--- src/rtl/alu8_pkg.sv ---
package alu8_pkg;

  typedef enum logic [3:0] {
    OP_ADD = 4'h0,
    OP_SUB = 4'h1,
    OP_AND = 4'h2,
    OP_OR  = 4'h3,
    OP_XOR = 4'h4,
    OP_SHL = 4'h5,
    OP_SHR = 4'h6,
    OP_MUL = 4'h7,
    OP_DIV = 4'h8,
    OP_CMP = 4'h9
  } alu_op_e;

  // flag register layout, bit 3 down to bit 0
  typedef struct packed {
    logic z;
    logic n;
    logic c;
    logic v;
  } alu_flags_t;

  localparam int unsigned FLAG_W = 4;

endpackage

--- src/rtl/alu8_addsub.sv ---
module alu8_addsub #(
  parameter int unsigned W = 8
) (
  input  logic         do_sub,
  input  logic [W-1:0] opa,
  input  logic [W-1:0] opb,
  output logic [W-1:0] res,
  output logic         c_out,
  output logic         v_out
);
  logic [W:0] sum_x;
  logic [W:0] dif_x;
  logic       sa;
  logic       sb;
  logic       sr;

  assign sum_x = {1'b0, opa} + {1'b0, opb};
  assign dif_x = {1'b0, opa} - {1'b0, opb};
  assign sa    = opa[W-1];
  assign sb    = opb[W-1];

  always_comb begin
    if (do_sub) begin
      res   = dif_x[W-1:0];
      sr    = dif_x[W-1];
      c_out = ~dif_x[W];          // no borrow: opa >= opb
      v_out = (sa != sb) && (sr != sa);
    end else begin
      res   = sum_x[W-1:0];
      sr    = sum_x[W-1];
      c_out = sum_x[W];
      v_out = (sa == sb) && (sr != sa);
    end
  end
endmodule

--- src/rtl/alu8_bitops.sv ---
module alu8_bitops #(
  parameter int unsigned W = 8
) (
  input  logic [3:0]   op,
  input  logic [W-1:0] opa,
  input  logic [W-1:0] opb,
  output logic [W-1:0] res,
  output logic         c_out
);
  import alu8_pkg::*;

  always_comb begin
    res   = '0;
    c_out = 1'b0;
    unique case (alu_op_e'(op))
      OP_AND: res = opa & opb;
      OP_OR:  res = opa | opb;
      OP_XOR: res = opa ^ opb;
      OP_SHL: begin
        res   = {opa[W-2:0], 1'b0};
        c_out = opa[W-1];
      end
      OP_SHR: begin
        res   = {1'b0, opa[W-1:1]};
        c_out = opa[0];
      end
      default: begin
        res   = '0;
        c_out = 1'b0;
      end
    endcase
  end
endmodule

--- src/rtl/alu8_muldiv.sv ---
module alu8_muldiv #(
  parameter int unsigned W = 8
) (
  input  logic [W-1:0] opa,
  input  logic [W-1:0] opb,
  output logic [W-1:0] prod_lo,
  output logic         prod_hi_nz,
  output logic [W-1:0] quot,
  output logic         div_zero
);
  localparam int unsigned PW = 2 * W;

  // shift-and-add multiplier, one partial row per multiplier bit
  logic [PW-1:0] acc [W+1];
  assign acc[0] = '0;

  for (genvar k = 0; k < W; k++) begin : g_mrow
    logic [PW-1:0] row;
    assign row        = opb[k] ? ({{W{1'b0}}, opa} << k) : '0;
    assign acc[k + 1] = acc[k] + row;
  end

  assign prod_lo    = acc[W][W-1:0];
  assign prod_hi_nz = |acc[W][PW-1:W];

  // restoring divider, one stage per quotient bit, MSB first
  logic [W-1:0] rem [W];
  assign rem[0] = '0;

  for (genvar k = 0; k < W; k++) begin : g_dstage
    localparam int unsigned J = W - 1 - k;
    logic [W:0] trial;
    logic       fits;
    assign trial   = {rem[k], opa[J]};
    assign fits    = trial >= {1'b0, opb};
    assign quot[J] = fits;
    if (k < W - 1) begin : g_next
      assign rem[k + 1] = fits ? (trial[W-1:0] - opb) : trial[W-1:0];
    end
  end

  // a zero divisor makes every stage fit, so quot is already all ones
  assign div_zero = (opb == '0);
endmodule

--- src/rtl/alu8_core.sv ---
module alu8_core #(
  parameter int unsigned W = 8
) (
  input  logic         clk,
  input  logic         rst_n,
  input  logic         in_valid,
  output logic         in_ready,
  input  logic [3:0]   in_op,
  input  logic [W-1:0] in_rd,
  input  logic [W-1:0] in_rs,
  output logic         out_valid,
  input  logic         out_ready,
  output logic [W-1:0] out_data,
  output logic         out_wr,
  output logic [3:0]   out_flags
);
  import alu8_pkg::*;

  logic [W-1:0] as_res;
  logic         as_c;
  logic         as_v;
  logic         as_sub;
  logic [W-1:0] bo_res;
  logic         bo_c;
  logic [W-1:0] md_prod;
  logic         md_hi;
  logic [W-1:0] md_quot;
  logic         md_dz;

  assign as_sub = (in_op == OP_SUB) || (in_op == OP_CMP);

  alu8_addsub #(.W(W)) u_addsub (
    .do_sub (as_sub),
    .opa    (in_rd),
    .opb    (in_rs),
    .res    (as_res),
    .c_out  (as_c),
    .v_out  (as_v)
  );

  alu8_bitops #(.W(W)) u_bitops (
    .op     (in_op),
    .opa    (in_rd),
    .opb    (in_rs),
    .res    (bo_res),
    .c_out  (bo_c)
  );

  alu8_muldiv #(.W(W)) u_muldiv (
    .opa        (in_rd),
    .opb        (in_rs),
    .prod_lo    (md_prod),
    .prod_hi_nz (md_hi),
    .quot       (md_quot),
    .div_zero   (md_dz)
  );

  // result select
  logic [W-1:0] nx_data;
  logic         nx_wr;
  logic         nx_upd;
  logic         nx_c;
  logic         nx_v;

  always_comb begin
    nx_data = '0;
    nx_wr   = 1'b0;
    nx_upd  = 1'b0;
    nx_c    = 1'b0;
    nx_v    = 1'b0;
    case (in_op)
      OP_ADD, OP_SUB: begin
        nx_data = as_res;
        nx_wr   = 1'b1;
        nx_upd  = 1'b1;
        nx_c    = as_c;
        nx_v    = as_v;
      end
      OP_CMP: begin
        nx_data = as_res;
        nx_upd  = 1'b1;
        nx_c    = as_c;
        nx_v    = as_v;
      end
      OP_AND, OP_OR, OP_XOR, OP_SHL, OP_SHR: begin
        nx_data = bo_res;
        nx_wr   = 1'b1;
        nx_upd  = 1'b1;
        nx_c    = bo_c;
      end
      OP_MUL: begin
        nx_data = md_prod;
        nx_wr   = 1'b1;
        nx_upd  = 1'b1;
        nx_c    = md_hi;
      end
      OP_DIV: begin
        nx_data = md_quot;
        nx_wr   = 1'b1;
        nx_upd  = 1'b1;
        nx_c    = md_dz;
      end
      default: begin
        nx_data = '0;
      end
    endcase
  end

  alu_flags_t nx_flags;
  assign nx_flags.z = (nx_data == '0);
  assign nx_flags.n = nx_data[W-1];
  assign nx_flags.c = nx_c;
  assign nx_flags.v = nx_v;

  // single output stage
  logic         take;
  logic         full_q;
  logic [W-1:0] data_q;
  logic         wr_q;
  alu_flags_t   flags_q;

  assign in_ready = ~full_q | out_ready;
  assign take     = in_valid & in_ready;

  always_ff @(posedge clk) begin
    if (!rst_n) begin
      full_q  <= 1'b0;
      data_q  <= '0;
      wr_q    <= 1'b0;
      flags_q <= '0;
    end else begin
      if (take) begin
        full_q <= 1'b1;
        data_q <= nx_data;
        wr_q   <= nx_wr;
        if (nx_upd) begin
          flags_q <= nx_flags;
        end
      end else if (out_ready) begin
        full_q <= 1'b0;
      end
    end
  end

  assign out_valid = full_q;
  assign out_data  = data_q;
  assign out_wr    = wr_q;
  assign out_flags = flags_q;
endmodule

--- config.mk ---
export PLATFORM = sky130hd
export DESIGN_NAME = alu8_core
export DESIGN_NICKNAME = d
export VERILOG_FILES = /design/src/rtl/alu8_pkg.sv /design/src/rtl/alu8_addsub.sv /design/src/rtl/alu8_bitops.sv /design/src/rtl/alu8_muldiv.sv /design/src/rtl/alu8_core.sv
export SDC_FILE = /design/constraint.sdc
export NUM_CORES = 1
export LEC_CHECK = 0
export ABC_AREA = 1
export CORE_AREA = 2 2 120 122
export DETAILED_ROUTE_END_ITERATION = 7
export DIE_AREA = 0 0 122 124
export PLACE_DENSITY = 0.7
export SLEW_MARGIN = 0
export SYNTH_ARGS = -nofsm -noshare
export SYNTH_HDL_FRONTEND = slang
export SYNTH_SLANG_ARGS = --single-unit
export TNS_END_PERCENT = 20
--- constraint.sdc ---
create_clock -name clk -period 13.8 [get_ports clk]
set_input_delay 2.76 -clock clk [delete_from_list [all_inputs] [get_ports clk]]
set_output_delay 2.76 -clock clk [all_outputs]
set_load 0.01 [all_outputs]
==> impl_metrics.csv, run 1 <==
group,metric,value,unit
run_status,status,"completed",
cells_and_area,drive_gt1_frac,0.242,
place,place_ws,-481,ps
logic_synthesis,syn_inst,1008,
worst_setup_path,slowest_delay,340,ps
worst_hold_path,min_from,"out_flags[0]",
worst_setup_path,critical_path_class,"in2reg",
detailed_routing,num_vias,7051,
grt,gr-total-overflow,0,
detailed_routing,drt-initial-drc-count,412,
floorplanning,initial_utilization,0.496,
grt,grt_first_pass_wirelength,30600,um
floorplanning,dieArea,15100,um2
power,vdd_drop_max,0.000121,V
sta,worst_pin_slew,827,ps
sta,hold_viol_final,0,
logic_synthesis,yosysTopAreaCell,"ha_1",
worst_setup_path,end_kind,"register",
sta,timing.final.crit_share,0.972,
logic_synthesis,async_reset_ff_frac,0,
sta,fin_ws,383,ps
logic_synthesis,synthTopCellsByArea,"ha_1, fa_1, inv_1",
clock_network,clk_path_buf_depth,2,
floorplanning,row_count,43,
grt,grt_pass1_vias,6477,
logic_synthesis,synth.avg_cell_area,6.76,um2
power,p_per_area,122,nW/um2
logic_synthesis,ys_seq_area_frac,0.0412,
clock_network,cts.htree.levels,1,
cells_and_area,finalInstanceArea,8870,um2
worst_setup_path,rrSetupSlack,11470,ps
grt,grt_use_total,0.252,
cells_and_area,nFillCells,1194,
logic_synthesis,ys.flop_type,"dfxtp_1",
worst_hold_path,hp-class,"reg2reg",
floorplanning,io_pins,39,
worst_hold_path,hold_end,"out_flags[0]",
worst_setup_path,worstReg2RegEnd,"out_flags[3]",
sta,relSlewSlack,0.449,
place,port_buffers,38,
power,p_leak,0.00491,uW
cells_and_area,layout_common_cells,"inv_1, nand2_1, buf_4",
cells_and_area,regArea,280,um2
sta,rsz0062_at_grt,"true",
logic_synthesis,yosys_warnings,0,
clock_network,tritoncts,"built",
sta,max_freq,74.5,MHz
detailed_routing,drt-pass1-iter-count,5,
sta,maxSlewViolCount,0,
sta,finClkSkew,4.58,ps
detailed_routing,drtAntennaViolNets,0,
place,gp_congestion,0.993,
worst_setup_path,crit_fanout,8,
detailed_routing,wl,20200,um
worst_setup_path,crit_buf_inv,12,
cells_and_area,nets,1355,
worst_setup_path,r2r_cells,11,
floorplanning,dieHeight,124,um
detailed_routing,avgRoutedWirePerCell,15.0,um
logic_synthesis,synth_seq_cells,14,
logic_synthesis,synth_edf_count,0,
logic_synthesis,syn_area,6810,um2
logic_synthesis,synthDistinctLibCells,52,
detailed_routing,route.detailed.drc,0,
logic_synthesis,synth_nets,1197,
worst_setup_path,cp.required,13940,ps
worst_hold_path,holdPathStages,2,
clock_network,numCtsBuffers,3,
worst_setup_path,path_delay_family,"simple AND/OR/NAND/NOR gates",
grt,grt_max_degree,20,
worst_setup_path,critical_path.most_common_cell,"nand2_1",
sta,setup_viol,0,
worst_setup_path,worstSetupStartpointType,"input pin",
grt,antenna_found_initial,1,
place,place_area,8120,um2
cells_and_area,mostFrequentLayoutCell,"inv_1",
floorplanning,coreArea,13700,um2
detailed_routing,routed_via_density,5.24,
place,hpwl,15500,um
worst_setup_path,timing.rr.start,"out_valid",
clock_network,cts.sinks,14,
cells_and_area,multi_input_area,6030,um2
clock_network,insertion_delay,250,ps
logic_synthesis,synth_top_cell_area_share,0.219,
worst_setup_path,crit_arrival,13550,ps
cells_and_area,syn_to_final_growth,30.3,%
floorplanning,die_w,122,um
sta,whs,474,ps
run,drv_cap,0,
clock_network,clkTransAtPathRegs,50,ps
sta,finalCriticalPeriod,13420,ps
worst_setup_path,cpMaxStageDelayCell,"ha_1",
clock_network,root_buffer,"clkbuf_16",
==> cell families (layout without fill, tap and decap cells) <==
| kind of cell | after synthesis | after routing | share of synthesized area |
|---|---|---|---|
| other | 0 | 1 | 0 |
| XOR/XNOR | 36 | 36 | 0.0463 |
| adder cells (fa/ha/maj) | 165 | 165 | 0.354 |
| AND/OR/NAND/NOR | 352 | 353 | 0.246 |
| AO/OA/AOI/OAI | 204 | 204 | 0.172 |
| flip-flops | 14 | 14 | 0.0412 |
| buffers and inverters | 237 | 393 | 0.141 |
==> worst max path at each step <==
| stage | slack [ps] | cells past startpoint | endpoint | start |
|---|---|---|---|---|
| finish | 380 | 92 | out_data[0] | in_rs[0] |
| global placement | -170 | 89 | out_data[0] | in_rd[7] |
| detailed placement | -480 | 91 | out_data[0] | in_rd[7] |
| floorplan | 60 | 93 | out_data[0] | in_rd[7] |
| global route | -430 | 93 | out_data[0] | in_rd[7] |
| CTS | 10 | 90 | out_data[0] | in_rd[7] |
==> registers in the layout, summed over array words and instances, names as in the netlist <==
register / cells
out_data: 8
out_valid: 1
out_flags: 4
out_wr: 1
==> routing by layer <==
layer  track usage  wire [um]  vias to the layer above
li1              -          -                     3563
met1         0.317       8730                     3233
met2         0.462       9910                      214
met3        0.0169       1010                       41
met4        0.0754        526                        0
met5             0          0                        -
==> worst min-delay path: cells and delay by family, from the launching register on <==
kind             cells  cell delay (ps)
AO/OA/AOI/OAI        1               60
flip-flops           1              310
AND/OR/NAND/NOR      1               60
==> cell type report <==
type / count / share of cell area
clock buffer: 4 / 0.0100
antenna: 1 / 0.000282
inverter: 215 / 0.0924
multi-input combinational: 758 / 0.679
timing repair buffer: 174 / 0.161
tap: 180 / 0.0254
sequential: 14 / 0.0316
==> report_power, final <==
part           switching [uW]  internal [uW]
Clock                    17.4           43.9
Combinational             517            455
Sequential               1.56           43.8
Total                     536            543
==> through the flow <==
step | util | instances | setup TNS [ps] | power (uW)
2_1_floorplan | - | 1008 | 0 | 664
3_3_place_gp | 0.592 | 1315 | -283 | 913
5_1_grt | 0.647 | 1346 | -798 | 1190
6_report | 0.647 | 1346 | 0 | 1080
4_1_cts | 0.604 | 1321 | 0 | 1000
3_5_place_dp | 0.592 | 1315 | -910 | 928
==> synth_stat cells, types with 5 or more instances <==
library cell	number
a21oi_1	85
nand2_1	197
nor2_1	59
or2_2	5
clkbuf_1	11
o211ai_1	5
nand3_2	7
inv_1	206
fa_1	46
a211oi_1	5
nand2_2	16
nand3_1	23
dfxtp_1	14
o21ai_0	51
xnor2_1	13
o21ai_1	15
o22ai_1	9
nand4_1	12
inv_2	6
o21a_1	5
nor3_1	8
xor2_1	23
buf_6	7
ha_1	119
o21bai_1	7
==> timing repair <==
action | 4_1_cts | 5_1_grt
gates cloned | 0 | 1
setup buffers | 2 | 24
hold buffers | 0 | 0
pin swaps | 3 | 60
gates resized for setup | 14 | 106
endpoints found under the setup margin | 2 | 3
Power figures use the tool's default switching activity.
==> run 2: changes to the inputs <==
Settings changed: GPL_ROUTABILITY_DRIVEN from default to 0.
==> impl_metrics.csv, run 2 (same netlist as run 1, synthesis figures left out) <==
group,metric,value,unit
worst_setup_path,r2r_cells,11,
grt,grt_pass1_vias,6549,
sta,maxSlewViolCount,0,
worst_setup_path,end_kind,"register",
clock_network,insertion_delay,240,ps
grt,grt_max_degree,20,
worst_setup_path,worstSetupStartpointType,"input pin",
cells_and_area,layout.cells.non_filler,1344,
cells_and_area,drive_gt1_frac,0.256,
clock_network,hold_buffers,0,
detailed_routing,drt-initial-drc-count,382,
sta,max_freq,74.1,MHz
cells_and_area,num_antenna_cells,0,
worst_setup_path,critical_path.most_common_cell,"nand2_1",
cells_and_area,largest_reg_flops,8,
power,vdd_drop_max,0.000101,V
place,place_area,8120,um2
clock_network,tritoncts,"built",
worst_setup_path,worstReg2RegEnd,"out_flags[3]",
floorplanning,io_pins,39,
floorplanning,dieHeight,124,um
sta,whs,478,ps
cells_and_area,nFillCells,1178,
detailed_routing,wl,20100,um
worst_setup_path,crit_fanout,6,
detailed_routing,route.detailed.drc,0,
clock_network,root_buffer,"clkbuf_16",
place,placedCellCount,1315,
clock_network,clk_path_buf_depth,2,
grt,antenna_found_initial,0,
detailed_routing,drt-pass1-iter-count,5,
place,hpwl,15400,um
sta,setup_viol,0,
clock_network,clkTransAtPathRegs,50,ps
clock_network,cts.htree.levels,1,
run_status,status,"completed",
floorplanning,row_count,43,
clock_network,cts.sinks,14,
place,port_buffers,38,
grt,grt_first_pass_wirelength,31100,um
sta,finClkSkew,0.436,ps
worst_setup_path,critical_path_class,"in2reg",
floorplanning,die_w,122,um
detailed_routing,routed_via_density,5.27,
grt,grt_use_total,0.255,
worst_setup_path,rrSetupSlack,11470,ps
worst_hold_path,hp-class,"reg2reg",
detailed_routing,drtAntennaViolNets,0,
grt,gr-total-overflow,0,
worst_setup_path,cp.required,13940,ps
sta,relSlewSlack,0.382,
power,p_per_area,124,nW/um2
sta,finalCriticalPeriod,13500,ps
cells_and_area,syn_to_final_growth,32.1,%
worst_setup_path,crit_arrival,13630,ps
sta,worst_pin_slew,928,ps
cells_and_area,layout_common_cells,"inv_1, nand2_1, buf_4",
floorplanning,coreArea,13700,um2
sta,timing.final.crit_share,0.978,
clock_network,numCtsBuffers,3,
sta,hold_viol_final,0,
floorplanning,initial_utilization,0.496,
worst_setup_path,cpMaxStageDelayCell,"clkdlybuf4s50_1",
cells_and_area,finalInstanceArea,9000,um2
worst_setup_path,worstSetupEndpoint,"out_data[0]",
floorplanning,dieArea,15100,um2
detailed_routing,num_vias,7077,
worst_setup_path,timing.rr.start,"out_valid",
power,p_leak,0.00489,uW
detailed_routing,avgRoutedWirePerCell,15.0,um
cells_and_area,nets,1354,
worst_setup_path,slowest_delay,450,ps
cells_and_area,mostFrequentLayoutCell,"inv_1",
worst_setup_path,crit_start,"in_rs[4]",
run,drv_cap,0,
run 2: worst min path at each step:
stage | from | endpoint | slack (ps) | depth (start not counted)
detailed placement | out_wr | out_wr | 470 | 2
floorplan | out_wr | out_wr | 490 | 2
global route | out_flags[3] | out_flags[3] | 500 | 2
finish | out_wr | out_wr | 480 | 2
global placement | out_flags[0] | out_flags[0] | 450 | 2
CTS | out_wr | out_wr | 470 | 2
run 2: what timing repair did:
action / in CTS / in global routing
endpoints found under the setup margin: 2 / 3
cloned: 0 / 1
pin swaps: 7 / 50
gates resized for setup: 12 / 129
setup buffers: 6 / 18
run 2: final cells by class:
class / instances / area, um2 / area share
inverters: 215 / 820 / 0.0911
repair buffers: 173 / 1440 / 0.160
well taps: 180 / 225 / 0.0250
clock buffers: 4 / 88.8 / 0.00987
flip-flops and latches: 14 / 280 / 0.0311
multi-input cells: 758 / 6150 / 0.683
run 2: metrics by stage:
stage                     worst slack [ps]   util  setup TNS, ps  power (uW)
after floorplan                       62.9      -              0         664
final                                  305  0.656              0        1110
after global routing                  -407  0.656           -774        1230
after CTS                             13.2  0.604              0        1000
after global placement                -125  0.592           -188         913
after detailed placement              -395  0.592           -730         926
run 2: layer usage:
metal  part of all wire  GRT usage
met1               0.44      0.328
met2               0.47      0.451
met3              0.056     0.0252
met4              0.033     0.0747
met5                  0          0
run 2: report_power, final:
| part | switching [uW] | internal (uW) | total, uW |
|---|---|---|---|
| Sequential | 1.59 | 43.8 | 45.4 |
| Clock | 16.4 | 43.9 | 60.3 |
| Combinational | 530 | 476 | 1010 |
| Total | 548 | 564 | 1110 |
run 2: critical path: cells and delay by family:
family / cells / cell delay, ps
fa+ha+maj: 7 / 2010
compound gates: 27 / 3810
simple gates: 39 / 3630
buf+inv: 12 / 1410
==> run 3: changes to the inputs <==
Settings changed: SKIP_CTS_REPAIR_TIMING from default to 1.
==> impl_metrics.csv, run 3 (same netlist as run 1, synthesis figures left out) <==
group,metric,value,unit
run,drv_cap,0,
detailed_routing,num_vias,7068,
sta,max_freq,74.8,MHz
sta,timing.final.crit_share,0.969,
clock_network,cts.htree.levels,1,
power,seqPwrFrac,0.041,
worst_setup_path,cpMaxStageDelayCell,"ha_1",
worst_setup_path,rrSetupSlack,11470,ps
clock_network,clkTransAtPathRegs,40,ps
floorplanning,io_pins,39,
worst_setup_path,critical_path_class,"in2reg",
cells_and_area,num_antenna_cells,0,
cells_and_area,nets,1352,
sta,maxSlewViolCount,0,
detailed_routing,avgRoutedWirePerCell,15.0,um
clock_network,clk_path_buf_depth,2,
clock_network,numCtsBuffers,3,
detailed_routing,routed_via_density,5.27,
grt,grt_pass1_vias,6548,
cells_and_area,multi_input_area,6170,um2
floorplanning,dieHeight,124,um
power,combPwrFrac,0.905,
place,place_ws,-395,ps
worst_hold_path,hp-class,"reg2reg",
cells_and_area,regArea,280,um2
detailed_routing,drt-pass1-iter-count,5,
cells_and_area,nFillCells,1168,
grt,grt_use_total,0.253,
sta,relSlewSlack,0.358,
sta,finClkSkew,0.397,ps
clock_network,insertion_delay,240,ps
floorplanning,initial_utilization,0.496,
grt,grt_first_pass_wirelength,30900,um
clock_network,root_buffer,"clkbuf_16",
detailed_routing,route.detailed.drc,0,
power,power_frac_clock,0.054,
cells_and_area,final_util,0.655,
power,p_sw_frac,0.495,
cells_and_area,syn_to_final_growth,32.0,%
floorplanning,coreArea,13700,um2
worst_setup_path,crit_arrival,13510,ps
worst_setup_path,slowest_delay,350,ps
run_status,status,"completed",
cells_and_area,drive_gt1_frac,0.255,
cells_and_area,largest_reg_flops,8,
worst_setup_path,critical_path.most_common_cell,"nand2_1",
floorplanning,die_w,122,um
worst_setup_path,worstSetupStartpointType,"input pin",
sta,finalCriticalPeriod,13370,ps
detailed_routing,drtAntennaViolNets,0,
detailed_routing,drt-initial-drc-count,375,
floorplanning,row_count,43,
worst_setup_path,crit_fanout,8,
detailed_routing,wl,20100,um
place,hpwl,15400,um
worst_setup_path,end_kind,"register",
power,vdd_drop_max,0.000107,V
grt,antenna_found_initial,0,
place,port_buffers,38,
clock_network,tritoncts,"built",
grt,grt_max_degree,20,
grt,gr-total-overflow,0,
worst_setup_path,cp.required,13940,ps
power,internal_power,561,uW
sta,hold_viol_final,0,
sta,setup_viol,0,
power,p_per_area,124,nW/um2
sta,worst_pin_slew,963,ps
power,p_leak,0.00489,uW
cells_and_area,mostFrequentLayoutCell,"inv_1",
floorplanning,dieArea,15100,um2
cells_and_area,layout_common_cells,"inv_1, nand2_1, buf_4",
clock_network,cts.sinks,14,
power,switchingPower,551,uW
sta,fin_ws,430,ps
## run 3: cell count changes in the layout (fill, tap and decap cells not counted), sizes merged
cell / delta
buf: -2
clkdlybuf4s50: -2
dlymetal6s2s: +2
## run 3: layer usage
| layer | global-route usage | share of wire |
|---|---|---|
| met5 | 0 | 0 |
| met4 | 0.0869 | 0.019 |
| met1 | 0.326 | 0.43 |
| met2 | 0.443 | 0.48 |
| met3 | 0.0234 | 0.062 |
## run 3: path summary, 6_finish.rpt
path	startpoint	to	depth (start not counted)
worst max-delay path	in_rs[0]	out_data[0]	90
worst min-delay path	out_wr	out_wr	2
worst max register to register	out_valid	out_flags[3]	11
worst min register to register	out_wr	out_wr	2
## run 3: through the flow
step	TNS (ps)	hold WS, ps	std cells	total power, uW	cell area [um2]
floorplan	0	488	1008	664	6820
global placement	-188	451	1315	913	8120
detailed placement	-730	466	1315	926	8120
CTS	-305	473	1319	992	8210
global route	-608	504	1342	1230	8990
finish	0	476	1342	1110	8990
## run 3: final cells by class
| class | count | area share |
|---|---|---|
| timing repair buffer | 171 | 0.157 |
| clock buffer | 4 | 0.00988 |
| tap | 180 | 0.0251 |
| sequential | 14 | 0.0312 |
| multi-input combinational | 758 | 0.686 |
| inverter | 215 | 0.0912 |
## run 3: power by group through the flow
stage	registers, uW	logic (uW)	clock network, uW
after floorplan	47.6	616	0
after global placement	45.9	867	0
after detailed placement	46.1	880	0
after CTS	45.4	885	61.0
after global routing	45.7	1120	63.0
final	45.4	1010	60.1
## run 3: worst max-delay path, delay by kind of cell
family | cells | cell delay (ps)
simple gates | 39 | 3500
fa+ha+maj | 8 | 2090
buf+inv | 15 | 1440
compound gates | 28 | 3700
